<file path="config.mk">
export PLATFORM = sky130hd
export DESIGN_NAME = uart_modem_ctl
export DESIGN_NICKNAME = d
export VERILOG_FILES = /design/src/rtl/modem_pkg.sv /design/src/rtl/mdm_sync.sv /design/src/rtl/mdm_delta.sv /design/src/rtl/uart_modem_ctl.sv
export SDC_FILE = /design/constraint.sdc
export NUM_CORES = 1
export LEC_CHECK = 0
export ABC_AREA = 1
export BUFFER_PORTS_ARGS = -buffer_cell sky130_fd_sc_hd__buf_4
export CAP_MARGIN = 20
export CORE_AREA = 10 10 64 87
export DETAILED_ROUTE_END_ITERATION = 7
export DIE_AREA = 0 0 74 97
export PLACE_DENSITY = 0.48
export SYNTH_ARGS = -nofsm -noshare
export SYNTH_HDL_FRONTEND = slang
export SYNTH_SLANG_ARGS = --single-unit
</file>
<file path="constraint.sdc">
create_clock -name clk -period 0.8 [get_ports clk]
set_input_delay 0.12 -clock clk [delete_from_list [all_inputs] [get_ports clk]]
set_output_delay 0.12 -clock clk [all_outputs]
set_load 0.01 [all_outputs]
</file>
<file path="src/rtl/modem_pkg.sv">
package modem_pkg;
  localparam int unsigned REG_W   = 8;
  localparam int unsigned LINES   = 4;
  // control register fields
  localparam int unsigned C_DTR   = 0;
  localparam int unsigned C_RTS   = 1;
  localparam int unsigned C_OUT1  = 2;
  localparam int unsigned C_OUT2  = 3;
  localparam int unsigned C_LOOP  = 4;
  localparam int unsigned CTRL_W  = 5;
  localparam int unsigned IEN_W   = 4;
  localparam int unsigned IEN_MS  = 3;
  // line order inside a line vector: {dcd, ri, dsr, cts}
  typedef logic [LINES-1:0] line_t;
endpackage

</file>
<file path="src/rtl/mdm_sync.sv">
module mdm_sync #(
  parameter int unsigned STAGES = 2,
  parameter int unsigned W      = 4,
  parameter logic [W-1:0] INIT  = '1
) (
  input  logic         clk,
  input  logic         rst_n,
  input  logic [W-1:0] d,
  output logic [W-1:0] q
);
  logic [W-1:0] chain [STAGES];

  for (genvar s = 0; s < STAGES; s++) begin : g_stage
    always_ff @(posedge clk or negedge rst_n) begin
      if (!rst_n) chain[s] <= INIT;
      else if (s == 0) chain[s] <= d;
      else chain[s] <= chain[(s == 0) ? 0 : s-1];
    end
  end

  assign q = chain[STAGES-1];
endmodule

</file>
<file path="src/rtl/mdm_delta.sv">
module mdm_delta #(
  parameter int unsigned W = 4
) (
  input  logic         clk,
  input  logic         rst_n,
  input  logic [W-1:0] lvl_n,
  input  logic         clr,
  output logic [W-1:0] delta,
  output logic         rise_any
);
  logic [W-1:0] prev_n;
  logic [W-1:0] rise;

  assign rise     = lvl_n & ~prev_n;
  assign rise_any = |rise;

  always_ff @(posedge clk or negedge rst_n) begin
    if (!rst_n) begin
      prev_n <= '1;
      delta  <= '0;
    end else begin
      prev_n <= lvl_n;
      delta  <= (clr ? '0 : delta) | rise;
    end
  end

  // flags are sticky while no clearing read happens
  assert_delta_sticky_R5: assert property (@(posedge clk) disable iff (!rst_n)
    !clr |=> ((delta & $past(delta)) == $past(delta)));

  // a detected edge survives a clearing read at the same edge
  assert_rise_kept_R6: assert property (@(posedge clk) disable iff (!rst_n)
    rise_any |=> ((delta & $past(rise)) == $past(rise)));
endmodule

</file>
<file path="src/rtl/uart_modem_ctl.sv">
module uart_modem_ctl
  import modem_pkg::*;
#(
  parameter int unsigned SYNC_STAGES = 2
) (
  input  logic             clk,
  input  logic             rst_n,
  input  logic             sel_mcr,
  input  logic             sel_msr,
  input  logic             sel_ier,
  input  logic             wr_en,
  input  logic             rd_en,
  input  logic [REG_W-1:0] wdata,
  output logic [REG_W-1:0] rdata,
  input  logic             cts_n,
  input  logic             dsr_n,
  input  logic             ri_n,
  input  logic             dcd_n,
  output logic             rts_n,
  output logic             dtr_n,
  output logic             irq_modem
);
  logic [CTRL_W-1:0] ctrl_q;
  logic [IEN_W-1:0]  ien_q;
  line_t pins_n, sync_n, loop_n, lvl_n, delta;
  logic  rise_any;
  logic  wr_ctrl, wr_ien, rd_stat;
  logic [REG_W-1:0] stat;

  assign wr_ctrl = sel_mcr & wr_en;
  assign wr_ien  = sel_ier & wr_en;
  assign rd_stat = sel_msr & rd_en;

  always_ff @(posedge clk or negedge rst_n) begin
    if (!rst_n) begin
      ctrl_q <= '0;
      ien_q  <= '0;
    end else begin
      if (wr_ctrl) ctrl_q <= wdata[CTRL_W-1:0];
      if (wr_ien)  ien_q  <= wdata[IEN_W-1:0];
    end
  end

  assign pins_n = {dcd_n, ri_n, dsr_n, cts_n};

  mdm_sync #(.STAGES(SYNC_STAGES), .W(LINES), .INIT('1)) u_sync (
    .clk(clk), .rst_n(rst_n), .d(pins_n), .q(sync_n));

  assign loop_n = ~{ctrl_q[C_OUT2], ctrl_q[C_OUT1], ctrl_q[C_DTR], ctrl_q[C_RTS]};
  assign lvl_n  = ctrl_q[C_LOOP] ? loop_n : sync_n;

  mdm_delta #(.W(LINES)) u_delta (
    .clk(clk), .rst_n(rst_n), .lvl_n(lvl_n), .clr(rd_stat),
    .delta(delta), .rise_any(rise_any));

  assign stat = {~lvl_n, delta};

  always_comb begin
    rdata = '0;
    if (sel_mcr)      rdata[CTRL_W-1:0] = ctrl_q;
    else if (sel_ier) rdata[IEN_W-1:0]  = ien_q;
    else if (sel_msr) rdata             = stat;
  end

  assign rts_n     = ~(ctrl_q[C_RTS] & ~ctrl_q[C_LOOP]);
  assign dtr_n     = ~(ctrl_q[C_DTR] & ~ctrl_q[C_LOOP]);
  assign irq_modem = ien_q[IEN_MS] & (|delta);

  // outputs follow a control write outside loop mode
  assert_rts_follow_R1: assert property (@(posedge clk) disable iff (!rst_n)
    (wr_ctrl && !wdata[C_LOOP]) |=> (rts_n == !$past(wdata[C_RTS]) && dtr_n == !$past(wdata[C_DTR])));

  // loop write forces both handshake outputs inactive
  assert_loop_inactive_R3: assert property (@(posedge clk) disable iff (!rst_n)
    (wr_ctrl && wdata[C_LOOP]) |=> (rts_n && dtr_n));

  // a clearing read with no new edge drops the interrupt
  assert_irq_drop_R8: assert property (@(posedge clk) disable iff (!rst_n)
    (rd_stat && !rise_any) |=> !irq_modem);
endmodule

</file>
======== After elaboration in Yosys (flattened, before gate mapping) ========
Index checks and enable logic that the tools add are counted.
cells by class
  multiplexer cells ....................... 7
  bitwise gates (word level) .............. 14
  reduce and logical (&&, ||, !) cells .... 1
operators by type and width
  kind                count
  2-to-1 mux 4 bit    4
  inverter 4 bit      3
  2-to-1 mux 8 bit    1
  AND 1 bit           6
  2-to-1 mux 5 bit    1
  AND 4 bit           1
  OR 4 bit            1
  OR reduction 4 bit  1
  2-to-1 mux 3 bit    1
  inverter 1 bit      3
word-level totals
  register bits after elaboration ......... 25
  bits of input ports ..................... 19
  output and inout bits ................... 11
  word-level logic and storage cells ...... 28

======== Longest topological paths before layout ========
  depth after elaboration ................. 6
  gate-level depth with buffers ........... 6
  depth with buffers taken out ............ 5

======== Cells and area by module ========
Synthesis repeated with hierarchy kept, for this count alone.
unflattened totals
  cell total of the unflattened synthesis .. 131
  area total of the unflattened synthesis .. 1119.8 um^2
modules (own cells, without submodules)
  module          instances  cells each  area an instance (um^2)  sequential area each (um^2)
  uart_modem_ctl  1          90          588.1                    225.2
  mdm_delta       1          29          291.5                    205.2
  mdm_sync        1          12          240.2                    210.2

======== Worst setup path before layout ========
Ideal clock, no wire load.
  kind .................................... reg2out
  start point ............................. register ctrl_q[4]
  end point ............................... output rdata[5]
  arrival ................................. 0.822 ns
  required time ........................... 0.680 ns
  path slack .............................. -0.142 ns
  cell stages (with the launch flop) ...... 4
  buffers on the path ..................... 1
  cell sequence ........................... dfrtp_1 -> buf_6 -> o21a_4 -> nor2_2
on the way
  longest elaborated chain between the ends .. 5
ends and longest elaborated chain
  element                 RTL line              text
  from (decl)             uart_modem_ctl.sv:23  logic [CTRL_W-1:0] ctrl_q;
  from (signal assigned)  uart_modem_ctl.sv:39  if (wr_ctrl) ctrl_q <= wdata[CTRL_W-1:0];
  2-to-1 mux 4 bit        uart_modem_ctl.sv:50  assign lvl_n = ctrl_q[C_LOOP] ? loop_n : sync_n;
  named net lvl_n[1]      uart_modem_ctl.sv:25  line_t pins_n, sync_n, loop_n, lvl_n, delta;
  inverter 4 bit          uart_modem_ctl.sv:56  assign stat = {~lvl_n, delta};
  2-to-1 mux 8 bit        uart_modem_ctl.sv:62  else if (sel_msr) rdata = stat;
  2-to-1 mux 4 bit        uart_modem_ctl.sv:61  else if (sel_ier) rdata[IEN_W-1:0] = ien_q;
  2-to-1 mux 3 bit        uart_modem_ctl.sv:60  if (sel_mcr) rdata[CTRL_W-1:0] = ctrl_q;
  to (decl)               uart_modem_ctl.sv:14  output logic [REG_W-1:0] rdata,
The timed path passes the listed nets, and every way through them passes these cells.

======== Worst setup path in the final report ========
  start point ............................. register ctrl_q[4]
  end point ............................... output rdata[7]
The elaborated chain is that of the path after synthesis.

==> reports/results.txt <==
The run finished, with violations left. The checks that failed: negative setup slack. The normalized max-slew margin is 0.794. The number of placed instances, taps included, is 208. Number of H-tree branching levels: 1. In this run the worst path has a maximum fanout of 5. For this design, the sink count on the clock tree is 25. Ranked by total cell area, the synthesized netlist is headed by sky130_fd_sc_hd__dfrtp_1 (28%), sky130_fd_sc_hd__dfstp_2 (27%), sky130_fd_sc_hd__nand2_1 (13%), sky130_fd_sc_hd__inv_1 (4.6%), sky130_fd_sc_hd__nor2_1 (3.9%). Max-cap violations in this run came to 0. The die extent in y was 97 um; the worst-case clock skew was 1.37 ps. At the worst endpoint, the required time is 680 ps. The total global-route track usage was 0.0822; the area overhead of the layout relative to synthesis was 56.5%. The logs give 3950 um^2 for the area of the core and 44 for the number of DRC violations after detailed-routing iteration 0. During synthesis, Yosys emitted a total of 0 warnings. The tools report the final core utilization as 0.454. The worst setup path is captured at an output pin.

After detailed routing, the number of remaining DRC violations is 0. The pre-antenna-repair detailed-routing pass consisted of 4 iterations. After legalization and detailed placement, the total HPWL measured 2140 um. The first global-routing pass estimated 4800 um of wire.

The post-detailed-route via-to-cell ratio was 4.38. The logs give 1035 for the number of global-route vias before repair and 27 for the number of standard-cell rows in the floorplan. The full die area was 7180 um^2; the starting density of the core was 0.290.

The portion of synthesized cell area occupied by the leading cell type works out to 0.284. Clock tree synthesis selected as its root buffer the cell sky130_fd_sc_hd__clkbuf_8. The insertion delay to the later sink of the worst-skew pair was 270 ps; the average cell area after synthesis was 9.11 um^2. The setup total negative slack came out at -7200 ps. The number of antenna violations at the first check in global routing came out at 0. Setup repair after global routing could not meet its margin everywhere. The time the worst path needs with I/O delays and setup is 1340 ps. The congestion estimate from routability-driven global placement came to 0.846.

Counting the buffers created by CTS gives 3. The type of the worst setup path is flip-flop to output pin. Worst hold-check path type: primary input to flip-flop. In this run the register-to-register setup slack is -320 ps. The tools report the achievable frequency as 744 MHz.

The number of nets still failing antenna checks after routing is 0, and the count of port buffers added during placement is 26. The number of filler cells placed in the layout came out at 398. VDD sags by at most 1110 uV.

Register bit count reported by yosys: 25. The number of setup violations in the final report is 21. The total overflow left after global routing is 0.

For this design the top-level I/O count stands at 30. Fraction of the cycle the final worst path needs: 1.68. The tools report the combinational group share of total power as 0.298.

In the final routed layout, each cell accounts on average for 12.6 um. The floorplan step set the die width to 74 um. After clock tree synthesis, the clock-pin slew on the worst setup and hold paths is 90 ps. The worst setup path is launched from a flip-flop. The total leakage power is 0.000887 uW. After detailed routing, the total wire length is 2820 um. The run gives 145 as the net count after synthesis. The fraction of power consumed by sequential logic is 0.476, and the power per cell area is 1860 nW/um^2.

For the number of buffers between clock root and the deepest sink, the log shows 2. sky130_fd_sc_hd__dfrtp_1 takes more of the synthesized area than any other cell. For the power spent charging and discharging nets, the log shows 953 uW. The transition time at the pin with the least slew margin came out at 309 ps.

TritonCTS built the clock tree. The final route contains 981 vias. The clock network fraction of total power is 0.226, and the sequential area share after synthesis is 0.558.

Internal power comes to 2380 uW. The final net count was 201. The fraction of layout cells with a size suffix above 1 was 0.530; the max-slew violation total from the final report was 0.

The tools report the number of failing hold endpoints at the final stage as 0. Synthesis produced 126 cells. The share of total power consumed by net switching was 0.286; the worst hold margin was 111 ps. The count of cell types in the netlist came out at 18. For the post-synthesis instance area, the log shows 1150 um^2.

Entering global routing, the biggest net connects 26 pins. The run gives 224 as the final standard cell count with taps included and fillers excluded. For the worst setup path, the data arrival time is 1220 ps.

The repair_antennas step left the layout with diodes totalling 0. The final setup slack of the worst path came out at -544 ps.
[worst paths after layout]
check	from	to	cells after the start
worst max-delay path	ctrl_q[4]$_DFFE_PN0P_	rdata[7]	4
worst min-delay path	wdata[1]	ctrl_q[1]$_DFFE_PN0P_	3
worst max register to register	ctrl_q[4]$_DFFE_PN0P_	u_delta.delta[1]$_DFF_PN0_	7
worst min register to register	u_sync.chain[5]$_DFF_PN1_	u_sync.q[1]$_DFF_PN1_	0
max in group asynchronous	rst_n	u_sync.chain[6]$_DFF_PN1_	2
min in group asynchronous	rst_n	ctrl_q[4]$_DFFE_PN0P_	2
[layout by cell type, fill, tap and decap left out, types with 2 or more instances in the layout]
cell and count:
sky130_fd_sc_hd__inv_1 12, sky130_fd_sc_hd__buf_12 2, sky130_fd_sc_hd__nor2_4 3, sky130_fd_sc_hd__nand2_4 3, sky130_fd_sc_hd__nor2_1 9, sky130_fd_sc_hd__nand2_2 12, sky130_fd_sc_hd__nand2_1 31, sky130_fd_sc_hd__nor2_2 3
sky130_fd_sc_hd__nand3b_1 4, sky130_fd_sc_hd__dfrtp_1 12, sky130_fd_sc_hd__o21a_4 3, sky130_fd_sc_hd__buf_4 27, sky130_fd_sc_hd__buf_6 19, sky130_fd_sc_hd__nand4_1 4, sky130_fd_sc_hd__o21ai_1 7, sky130_fd_sc_hd__dfstp_2 12
sky130_fd_sc_hd__dlygate4sd3_1 5, sky130_fd_sc_hd__clkbuf_8 3, sky130_fd_sc_hd__inv_2 3
[critical path, stage by stage (launching register included)]
cell	delay, ps
sky130_fd_sc_hd__dfrtp_1	430
sky130_fd_sc_hd__buf_6	150
sky130_fd_sc_hd__o21a_4	200
sky130_fd_sc_hd__nor2_4	70
sky130_fd_sc_hd__buf_6	100
[repair_timing]
| item | 4_1_cts | 5_1_grt |
|---|---|---|
| buffers inserted | 2 | 6 |
| endpoints found under the setup margin | 21 | 22 |
| hold buffers | 5 | 0 |
| hold endpoints to repair | 17 | 0 |
| pin swaps | 13 | 6 |
| resized for setup | 15 | 22 |
[registers in the layout, summed over array words and instances, names as in the netlist]
register and flops:
u_delta.prev_n 4, u_sync.q 4, ien_q 4, u_sync.chain 4, ctrl_q 5, u_delta.delta 4
[power groups by stage]
stage / logic, uW / registers (uW) / clock network [uW]
2_1_floorplan: 424 / 1570 / 0
3_3_place_gp: 771 / 1600 / 0
3_5_place_dp: 783 / 1600 / 0
4_1_cts: 885 / 1590 / 789
5_1_grt: 1100 / 1610 / 846
6_report: 993 / 1590 / 754
[cell type report]
cell class	instances	area, um^2	area share
Timing Repair Buffer	53	507	0.282
Tap cell	43	53.8	0.0300
Sequential cell	25	642	0.357
Clock inverter	1	7.51	0.00418
Inverter	16	62.6	0.0348
Clock buffer	3	41.3	0.0230
Multi-Input combinational cell	83	482	0.268
[layer usage]
layer	wire length, um	vias up	share of wire	GRT usage
li1	-	500	-	-
met1	1160	456	0.41	0.0948
met2	1430	21	0.51	0.132
met3	192	4	0.068	0.0255
met4	42	0	0.015	0.0386
met5	0	-	0	0
[cell usage after synthesis]
library cell and n:
sky130_fd_sc_hd__a21boi_0 1, sky130_fd_sc_hd__a21oi_1 1, sky130_fd_sc_hd__buf_6 2, sky130_fd_sc_hd__dfrtp_1 13
sky130_fd_sc_hd__dfstp_2 12, sky130_fd_sc_hd__inv_1 14, sky130_fd_sc_hd__inv_2 1, sky130_fd_sc_hd__inv_4 1
sky130_fd_sc_hd__nand2_1 39, sky130_fd_sc_hd__nand2_2 6, sky130_fd_sc_hd__nand2_4 1, sky130_fd_sc_hd__nand3_2 1
sky130_fd_sc_hd__nand3b_1 4, sky130_fd_sc_hd__nand4_1 4, sky130_fd_sc_hd__nor2_1 12, sky130_fd_sc_hd__nor2_2 3
sky130_fd_sc_hd__o21a_4 3, sky130_fd_sc_hd__o21ai_1 8
[logic make-up after synthesis]
kind of cell           after synthesis  synth area share
AND/OR/NAND/NOR                     70             0.282
flip-flops                          25             0.558
buffers and inverters               18            0.0742
AO/OA/AOI/OAI                       13            0.0851
[through the flow]
step | setup slack (ps) | power, uW | area, um^2
final | -544 | 3330 | 1800
after global routing | -617 | 3550 | 1800
after CTS | -571 | 3260 | 1700
after detailed placement | -286 | 2390 | 1530
after global placement | -260 | 2370 | 1530
after floorplan | -123 | 1990 | 1160
Note: power is estimated with default switching activity, not from simulation.
